File: src/rtl/wdog_pkg.sv
// Package: shared mode-register layout and reset value for the watchdog.
// Assumes: the 8-bit register layout below is fixed by software.
package wdog_pkg;

    // Field layout of the mode register; positions are decoded by software.
    typedef struct packed {
        logic       rsvd;     // [7]   held at 0
        logic [2:0] coarse;   // [6:4] long time-out group
        logic       stop_en;  // [3]   run while in STOP
        logic       halt_en;  // [2]   run while in HALT
        logic [1:0] fine;     // [1:0] short time-out group
    } wdog_mode_t;

    localparam logic [7:0] MODE_RST = 8'h0D;

endpackage

File: src/rtl/wdog_modereg.sv
// Module: wdog_modereg
// Holds the write-only mode register. Only power-on reset loads the default;
// the stop-recovery reset is deliberately not connected here.
// Assumes: cfg_we is a single-cycle strobe synchronous to clk.
module wdog_modereg
    import wdog_pkg::*;
(
    input  logic       clk,
    input  logic       rst_por_n,
    input  logic       cfg_we,
    input  logic [7:0] cfg_wdata,
    output logic [2:0] coarse,
    output logic [1:0] fine,
    output logic       halt_en,
    output logic       stop_en
);

    wdog_mode_t mode_q;
    logic       unused_rsvd;

    // Load the default on power-on reset; store writes with bit 7 forced to 0.
    always_ff @(posedge clk) begin
        if (!rst_por_n) begin
            mode_q <= wdog_mode_t'(MODE_RST);
        end else if (cfg_we) begin
            mode_q <= wdog_mode_t'({1'b0, cfg_wdata[6:0]});
        end
    end

    // Split the stored fields out to the decoder and the run gate.
    always_comb begin
        coarse  = mode_q.coarse;
        fine    = mode_q.fine;
        halt_en = mode_q.halt_en;
        stop_en = mode_q.stop_en;
    end

    assign unused_rsvd = mode_q.rsvd;


    rsvd_zero_chk: assert property (@(posedge clk) disable iff (!rst_por_n)
        $past(cfg_we) |-> (fine == $past(cfg_wdata[1:0]) && coarse == $past(cfg_wdata[6:4])));

endmodule

File: src/rtl/wdog_period.sv
// Module: wdog_period
// Turns the coarse and fine codes into the terminal count (time-out - 1).
// A coarse code with exactly one bit set picks a long period. Any other
// coarse code falls back to the fine table.
// Assumes: all periods are at least 1 and fit in CNT_W bits.
module wdog_period #(
    parameter int unsigned PER_F0 = 5,
    parameter int unsigned PER_F1 = 10,
    parameter int unsigned PER_F2 = 20,
    parameter int unsigned PER_F3 = 80,
    parameter int unsigned PER_C0 = 320,
    parameter int unsigned PER_C1 = 1280,
    parameter int unsigned PER_C2 = 5120,
    parameter int unsigned CNT_W  = 13
) (
    input  logic [2:0]       coarse,
    input  logic [1:0]       fine,
    output logic [CNT_W-1:0] term
);

    localparam int unsigned N_FINE   = 4;
    localparam int unsigned N_COARSE = 3;

    logic [CNT_W-1:0] fine_tbl   [N_FINE];
    logic [CNT_W-1:0] coarse_tbl [N_COARSE];

    // Build the terminal-count tables from the period parameters.
    always_comb begin
        fine_tbl[0]   = CNT_W'(PER_F0 - 1);
        fine_tbl[1]   = CNT_W'(PER_F1 - 1);
        fine_tbl[2]   = CNT_W'(PER_F2 - 1);
        fine_tbl[3]   = CNT_W'(PER_F3 - 1);
        coarse_tbl[0] = CNT_W'(PER_C0 - 1);
        coarse_tbl[1] = CNT_W'(PER_C1 - 1);
        coarse_tbl[2] = CNT_W'(PER_C2 - 1);
    end

    logic one_hot;
    assign one_hot = ($countones(coarse) == 1);

    // Select the long period when a single coarse bit is set, else the fine one.
    always_comb begin
        term = fine_tbl[fine];
        if (one_hot) begin
            for (int i = 0; i < N_COARSE; i++) begin
                if (coarse[i]) term = coarse_tbl[i];
            end
        end
    end

endmodule

File: src/rtl/wdog_counter.sv
// Module: wdog_counter
// Tick counter and time-out pulse register. Either reset clears it. A clear
// request beats a tick in the same cycle. When a tick arrives with the count
// at term, the counter wraps to zero and fire is high for one cycle.
// Assumes: tick is a single-cycle enable; term is at least 1.
module wdog_counter #(
    parameter int unsigned CNT_W = 13
) (
    input  logic             clk,
    input  logic             rst_por_n,
    input  logic             rst_smr_n,
    input  logic             clr,
    input  logic             tick,
    input  logic             run,
    input  logic [CNT_W-1:0] term,
    output logic             fire
);

    logic [CNT_W-1:0] cnt_q;
    logic             any_rst;

    assign any_rst = !rst_por_n || !rst_smr_n;

    // Advance on accepted ticks; wrap and pulse fire at the terminal count.
    always_ff @(posedge clk) begin
        if (any_rst) begin
            cnt_q <= '0;
            fire  <= 1'b0;
        end else begin
            fire <= 1'b0;
            if (clr) begin
                cnt_q <= '0;
            end else if (tick && run) begin
                if (cnt_q == term) begin
                    cnt_q <= '0;
                    fire  <= 1'b1;
                end else begin
                    cnt_q <= cnt_q + 1'b1;
                end
            end
        end
    end


    fire_pulse_chk: assert property (@(posedge clk) disable iff (any_rst)
        fire |=> !fire);


    fire_cause_chk: assert property (@(posedge clk) disable iff (any_rst)
        fire |-> $past(tick && run && !clr));


    hold_chk: assert property (@(posedge clk) disable iff (any_rst)
        (!run && !clr) |=> (cnt_q == $past(cnt_q)));


    clear_chk: assert property (@(posedge clk) disable iff (any_rst)
        clr |=> (cnt_q == '0 && !fire));


    count_bound_chk: assert property (@(posedge clk) disable iff (any_rst)
        cnt_q <= term);

endmodule

File: src/rtl/wdog_unit.sv
// Module: wdog_unit (top)
// Watchdog timer. It contains the mode register, the period decoder and the
// tick counter. A kick or a register write clears the counter. The HALT and
// STOP enables gate the ticks.
// Assumes: all inputs are synchronous to clk; tick_ms is a one-cycle pulse.
module wdog_unit #(
    parameter int unsigned PER_F0 = 5,
    parameter int unsigned PER_F1 = 10,
    parameter int unsigned PER_F2 = 20,
    parameter int unsigned PER_F3 = 80,
    parameter int unsigned PER_C0 = 320,
    parameter int unsigned PER_C1 = 1280,
    parameter int unsigned PER_C2 = 5120
) (
    input  logic       clk,
    input  logic       rst_por_n,
    input  logic       rst_smr_n,
    input  logic       cfg_we,
    input  logic [7:0] cfg_wdata,
    input  logic       kick,
    input  logic       halt_st,
    input  logic       stop_st,
    input  logic       tick_ms,
    output logic       rst_req
);

    // The longest period is assumed to be the last coarse one.
    localparam int unsigned CNT_W = $clog2(PER_C2 + 1);

    logic [2:0]       coarse;
    logic [1:0]       fine;
    logic             halt_en;
    logic             stop_en;
    logic [CNT_W-1:0] term;
    logic             run;
    logic             clr;

    wdog_modereg u_mode (
        .clk       (clk),
        .rst_por_n (rst_por_n),
        .cfg_we    (cfg_we),
        .cfg_wdata (cfg_wdata),
        .coarse    (coarse),
        .fine      (fine),
        .halt_en   (halt_en),
        .stop_en   (stop_en)
    );

    wdog_period #(
        .PER_F0 (PER_F0), .PER_F1 (PER_F1), .PER_F2 (PER_F2), .PER_F3 (PER_F3),
        .PER_C0 (PER_C0), .PER_C1 (PER_C1), .PER_C2 (PER_C2), .CNT_W (CNT_W)
    ) u_period (
        .coarse (coarse),
        .fine   (fine),
        .term   (term)
    );

    // Tick gate: a low-power state whose enable is clear freezes the count.
    always_comb begin
        run = !(halt_st && !halt_en) && !(stop_st && !stop_en);
        clr = kick || cfg_we;
    end

    wdog_counter #(
        .CNT_W (CNT_W)
    ) u_cnt (
        .clk       (clk),
        .rst_por_n (rst_por_n),
        .rst_smr_n (rst_smr_n),
        .clr       (clr),
        .tick      (tick_ms),
        .run       (run),
        .term      (term),
        .fire      (rst_req)
    );


    por_quiet_chk: assert property (@(posedge clk)
        !rst_por_n |=> !rst_req);

endmodule

File: config.mk
export PLATFORM = sky130hd
export DESIGN_NAME = wdog_unit
export DESIGN_NICKNAME = d
export VERILOG_FILES = /design/src/rtl/wdog_pkg.sv /design/src/rtl/wdog_modereg.sv /design/src/rtl/wdog_period.sv /design/src/rtl/wdog_counter.sv /design/src/rtl/wdog_unit.sv
export SDC_FILE = /design/constraint.sdc
export NUM_CORES = 1
export LEC_CHECK = 0
export BUFFER_PORTS_ARGS = -buffer_cell sky130_fd_sc_hd__buf_2
export CAP_MARGIN = 5
export CORE_UTILIZATION = 52
export CTS_CLUSTER_SIZE = 28
export DETAILED_ROUTE_END_ITERATION = 12
export PLACE_DENSITY_LB_ADDON = 0.05
export SLEW_MARGIN = 20
export SYNTH_ARGS = -nofsm -noshare
export SYNTH_HDL_FRONTEND = slang
export SYNTH_HIERARCHICAL = 1
export SYNTH_SLANG_ARGS = --single-unit
File: constraint.sdc
create_clock -name clk -period 6.3 [get_ports clk]
set_clock_uncertainty 0.1 [all_clocks]
set_input_delay 0.315 -clock clk [delete_from_list [all_inputs] [get_ports clk]]
set_output_delay 0.315 -clock clk [all_outputs]
set_load 0.05 [all_outputs]
* Word level (Yosys, flattened, before mapping)
Index checks and enable logic that the tools add are counted.
** Storage, ports and cells
- Register bits after elaboration :: 21
- Input bits :: 16
- Output and inout port bits :: 1
** Cells by class
- Add/sub/neg operators :: 3
- Magnitude comparators :: 1
- Equality and inequality tests :: 2
- Muxes and demuxes :: 9
- Bitwise operators :: 2
- Reduce and logical (&&, ||, !) cells :: 14
** Operators with widths (number)
- 13-bit 2-to-1 mux :: 7
- 32-bit by 1-bit adder with 32-bit output :: 1
- 32-bit by 2-bit equality test with 1-bit output (second input constant) :: 1
- 13-bit binary-select mux with 2-bit select :: 1
- 13-bit by 1-bit adder with 13-bit output (second input constant) :: 1
- 13-bit equality test :: 1
- 1-bit zero test :: 6
- 1-bit logical AND :: 4
- 3-bit greater-or-equal comparator (second input constant) :: 1
- 2-bit NOT with 3-bit output :: 1
- 3-bit OR reduction :: 1
- 1-bit by 1-bit adder with 2-bit output :: 1
- 1-bit logical OR :: 2
- 2-bit OR reduction :: 1
- 1-bit 2-to-1 mux :: 1
- 1-bit NOT :: 1

* Longest topological paths before layout
- Depth after elaboration :: 10
- Depth in mapped cells :: 10
- Depth with buffers taken out :: 7

* By module
The synthesis kept the hierarchy.
** By module, submodules not included
- wdog_counter :: times used 1, cells each 88, area an instance 788.3 sq um
- wdog_modereg :: times used 1, cells each 22, area an instance 257.7 sq um
- wdog_period :: times used 1, cells each 27, area an instance 211.5 sq um
- wdog_unit :: times used 1, cells each 4, area an instance 26.3 sq um

* Worst setup path after synthesis
OpenSTA, ideal clock, no wires.
- Path type :: reg-to-reg
- From :: register u_mode.mode_q, in the netlist u_mode/coarse[0]
- To :: register u_cnt.cnt_q[0]
- Arrival :: 2.361 ns
- Required time :: 6.068 ns
- Slack :: 3.707 ns
- Stages on the path, launching flop included :: 11
- Path buffers :: 3
- Period minus slack after synthesis :: 2.593 ns
- Cell sequence :: dfxtp_1 fa_1 nand2b_4 buf_6 nor2_1 buf_4 xnor2_1 nand4_1 nor4_2 buf_2 nor3_1
** Between the ends
- Cells in the longest elaborated chain, start to end :: 6
- Elaborated cells between the ends (all ways) :: 9
** RTL lines
- from (decl) :: line wdog_modereg.sv:18 : wdog_mode_t mode_q;
- from (signal assigned) :: line wdog_modereg.sv:24 : mode_q <= wdog_mode_t'(MODE_RST);
- from (signal assigned) :: line wdog_modereg.sv:26 : mode_q <= wdog_mode_t'({1'b0, cfg_wdata[6:0]});
- 1-bit by 1-bit adder with 2-bit output (not written as such) / 13-bit 2-to-1 mux (equally long branches) :: line wdog_period.sv:39, wdog_period.sv:46
- 32-bit by 1-bit adder with 32-bit output (not written as such) / 13-bit 2-to-1 mux (equally long branches) :: line wdog_period.sv:39, wdog_period.sv:46
- 32-bit by 2-bit equality test with 1-bit output / 13-bit 2-to-1 mux (equally long branches) :: line wdog_period.sv:39, wdog_period.sv:46
- 13-bit 2-to-1 mux (*) :: line wdog_period.sv:44 : if (one_hot) begin
- net term[9] :: line wdog_unit.sv:34 : logic [CNT_W-1:0] term;
- 13-bit equality test (*) :: line wdog_counter.sv:34 : if (cnt_q == term) begin
- 13-bit 2-to-1 mux (*) :: line wdog_counter.sv:34
- to (signal assigned) :: line wdog_counter.sv:38 : cnt_q <= cnt_q + 1'b1;
- to (decl) :: line wdog_counter.sv:19 : logic [CNT_W-1:0] cnt_q;
The timed path passes the listed nets; every way through them passes the cells marked *.
A chain may end at the register's enable or synchronous reset.

* Worst setup path after layout
- From :: register u_mode.mode_q, in the netlist u_mode/coarse[0]
- To :: register u_cnt.cnt_q[3]
Same word-level chain as after synthesis.

==> results by stage <==
STA:
- The total setup violations reported at the end of the flow is 0.
- In the final timing run, aggregate negative setup slack is 0 ns.
- The smallest clock period supported by the final layout is computed as 2.62 ns.
- Derived from the worst setup path, the maximum achievable clock frequency is 382 MHz.
- The final hold violation count is 0.
- The period utilization is 41.5%.
- The max-slew violation count came to 0.
- The slew of the pin with the lowest slew margin is 0.615 ns.
- Setup repair after global routing left no endpoint under its margin.
- In this run the tightest slew margin relative to its limit is 58.9%.

Floorplanning:
- The starting density of the core is 56.4%.
- The core box area is 0.00228 mm².
- The chip width is 51.7 µm.
- The floorplan step defined a die boundary enclosing 0.00267 mm².
- In this run the core area contains 17 standard-cell rows.
- The die is 51.7 µm tall.
- 17 I/O pins were placed.

Critical path:
- The type of element launching the critical path is a register.
- In this run the worst setup path begins at u_mode/coarse[0].
- The critical path endpoint category is a register.
- For the worst flop-to-flop path, the logic depth is 8.
- The endpoint identified for the worst register-to-register timing path is u_cnt/cnt_q[3].
- The capture point of the critical path is u_cnt/cnt_q[3].
- The data arrival time at the worst-slack endpoint is 2.69 ns.
- STA puts the critical path data required time at 6.37 ns.
- The worst register-to-register path begins at u_mode/coarse[0].
- For flop-to-flop paths, the worst setup slack is 3.68 ns.
- Along the worst path, the maximum fanout reaches 11.
- The worst setup path is of the reg2reg kind.

Pwr:
- Per report_power, the clock group accounts for 26.3% of the total.
- VDD sags by at most 0.112 mV.
- The switching power total is 0.0000642 W.
- The ratio of total power to cell area is 177 mW/mm².
- Internal power comes to 0.000180 W.
- The sequential fraction of design power is 57.1%.
- The reported leakage power is 0.475 nW.
- Combinational logic burns 16.6% of the power.
- Net switching is 26.3% of the power.

Route:
- After detailed routing, the total wire length is 2290 µm.
- The number of detailed-route iterations in the first pass is 4.
- The number of remaining DRC errors is 0.
- The antenna violation net count after detailed routing is 0.
- Dividing the detail-routed wire length by the instance count gives 12.6 µm.
- After detailed routing, the number of vias per cell comes to 5.31.
- The final route contains 966 vias.
- The first routing iteration left 9 violations.

Cells and area:
- The area growth from synthesis to layout is 7.31%.
- The post-route cell area is 0.00138 mm².
- 0 antenna diodes ended up in the layout.
- The post-route netlist has 18.2% of its cells at a drive strength greater than 1.
- At the end of the flow, the number of nets in the layout was 176.
- Across the whole layout, storage elements account for 420 µm².
- The multi-input combinational cell area is 783 µm².
- The number of fill cells in the layout is 213.

Clocking:
- The root buffer cell is clkbuf_4.
- The post-cts sizing count is 0.
- The TritonCTS clock tree is yes.
- CTS built an H-tree with a depth of 1.
- The post-CTS clock slew at the launch and capture registers of the worst setup and hold paths is 0.11 ns.
- The number of hold buffers added after CTS was 0.
- No sink is reached through more buffers than the 2 on the longest clock path.
- The clock reaches the later pin of the worst-skew pair after 0.30 ns.
- Counting the buffers created by CTS gives 3.
- The number of clock sinks is 21.
- Post-CTS timing repair inserted 0 buffers for setup.

Yosys:
- Dividing the synthesized area by the synthesized cell count gives 9.10 µm².
- The synthesized netlist contains 38 unique library cells.
- The area share of the largest cell type after synthesis is 32.7%.
- Ranked by total cell area, the synthesized netlist is headed by dfxtp_1, xnor2_1, mux2i_1, nor3_1, ha_1.
- In the synthesized netlist, the number of instances is 141.
- The cell area after synthesis is 0.00128 mm².
- The synthesized netlist net count is 162.
- Counting flops and latches in the post-synthesis netlist gives 21.
- The synthesized design spends more area on one cell type than any other, namely dfxtp_1.
- The fraction of registers with async set/reset is 0%.
- The most frequently used flop master after synthesis is dfxtp_1.
- The share of the yosys chip area belonging to registers is 32.7%.
- The Yosys step of the flow raised 6 warnings.
- Yosys mapped a number of flops with a built-in enable equal to 0.

Global route:
- After global routing, the most crowded layer is met2.
- After global routing the overflow that remains totals 0.
- The first global-routing pass estimated 3970 µm of wire.
- Across every metal layer, demand over resource in global routing totals 20.5%.
- For met2 alone, demand over resource in global routing was 33.3%.
- Entering global routing, the biggest net connects 15 pins.
- The number of antenna violations at the first check in global routing is 0.
- The via count of the first global-routing pass was 937.
- The routing usage on met1 is 26.3%.
- The global-route met3 utilization is 3.51%.

Outcome:
- The run finished with clean final reports.

Placement:
- The post-place instance area is 0.00135 mm².
- The total half-perimeter wirelength after legalization and detailed placement is 1770 µm.
- The congestion estimate from routability-driven global placement came to 0.755.
- The count of input and output buffers is 15.

Min path:
- The worst min-delay path class is in2reg.

Run:
- The number of violations of the max-capacitance limit is 0.
==> state kept, by name, indices dropped and copies added (netlist names) <==
signal and cells:
u_cnt/cnt_q 13, u_mode/coarse 3, u_mode/fine 2, u_cnt/fire 1
u_mode/halt_en 1, u_mode/stop_en 1
==> per-layer routing <==
layer	wire, µm	vias up
li1	-	506
met1	1140	444
met2	1060	12
met3	62	4
met4	29	0
met5	0	-
==> stage by stage <==
step | setup slack [ns] | instances | utilization [%] | total power [W] | hold WS, ns
floorplan | 3.71 | 141 | - | 0.000177 | 0.277
global placement | 3.74 | 178 | 59.4 | 0.000182 | 0.357
detailed placement | 3.67 | 178 | 59.4 | 0.000183 | 0.370
CTS | 3.65 | 182 | 60.5 | 0.000249 | 0.113
global route | 3.46 | 182 | 60.5 | 0.000258 | 0.118
finish | 3.68 | 182 | 60.5 | 0.000244 | 0.127
==> placed cells by master, fill, tap and decap left out <==
cell type	instances
xnor2_1	22
dfxtp_1	21
buf_2	15
nor3_1	14
inv_1	8
nand2_1	8
mux2i_1	8
nand4_1	6
nor2_1	5
nor2b_1	5
nor4_1	4
ha_1	4
o21ai_1	4
clkbuf_4	3
nand3b_1	2
xor2_1	2
nand3_1	2
a22oi_2	1
or2_1	1
clkbuf_1	1
and2_1	1
nor4_2	1
nand4_2	1
or3_4	1
or2_2	1
o21ai_0	1
or3_1	1
a211oi_2	1
buf_4	1
nand2b_4	1
o2bb2ai_1	1
nor3_4	1
o21bai_1	1
nand2b_1	1
a21oi_1	1
nor3b_2	1
fa_1	1
conb_1	1
==> power by group through the flow <==
stage	sequential (W)	clock (W)	combinational, W
after floorplan	0.000142	0	0.0000357
after global placement	0.000142	0	0.0000398
after detailed placement	0.000142	0	0.0000409
after CTS	0.000139	0.0000686	0.0000411
after global routing	0.000140	0.0000725	0.0000458
final	0.000139	0.0000642	0.0000405
==> worst min-delay path by stage <==
stage / start / endpoint / slack [ns] / cells past startpoint
after floorplan: rst_por_n / u_mode/fine[0] / 0.28 / 1
after global placement: u_mode/stop_en / u_mode/stop_en / 0.36 / 2
after detailed placement: u_mode/halt_en / u_mode/halt_en / 0.37 / 2
after CTS: cfg_wdata[0] / u_mode/fine[0] / 0.11 / 3
after global routing: cfg_wdata[2] / u_mode/halt_en / 0.12 / 3
final: cfg_wdata[0] / u_mode/fine[0] / 0.13 / 3
==> worst max-delay path, cell delays in order (launching register included) <==
cell and delay [ns]:
dfxtp_1 0.39, fa_1 0.63, nand2b_4 0.12, nor2_1 0.20, xnor2_1 0.16, nand4_1 0.12, nor4_2 0.43, buf_4 0.26
nor3_1 0.07
==> layout make-up <==
cell class	instances	share of cell area [%]
Timing Repair Buffer	16	5.99
Multi-Input combinational cell	105	56.9
Clock buffer	4	1.91
Sequential cell	21	30.5
Tap cell	28	2.54
Inverter	8	2.18
==> cells in the mapped netlist (2+ instances only) <==
master    number
nor2b_1        5
ha_1           4
dfxtp_1       21
nor3_1        14
xor2_1         2
inv_1          8
nor4_1         4
o21ai_1        4
nor2_1         5
nand4_1        6
buf_6          2
mux2i_1        8
clkbuf_1       2
nand2_1        8
buf_4          2
xnor2_1       22
nand3_1        2
nand3b_1       2
==> cells by family after synthesis <==
kind of cell / Yosys count / synth area share (%)
other cells: 1 / 0.292
fa+ha+maj: 5 / 5.46
mux: 8 / 6.24
xor+xnor: 24 / 16.4
flops: 21 / 32.7
simple gates: 57 / 27.1
buf+inv: 15 / 6.24
compound gates: 10 / 5.55
(Power assumes the default switching activity.)
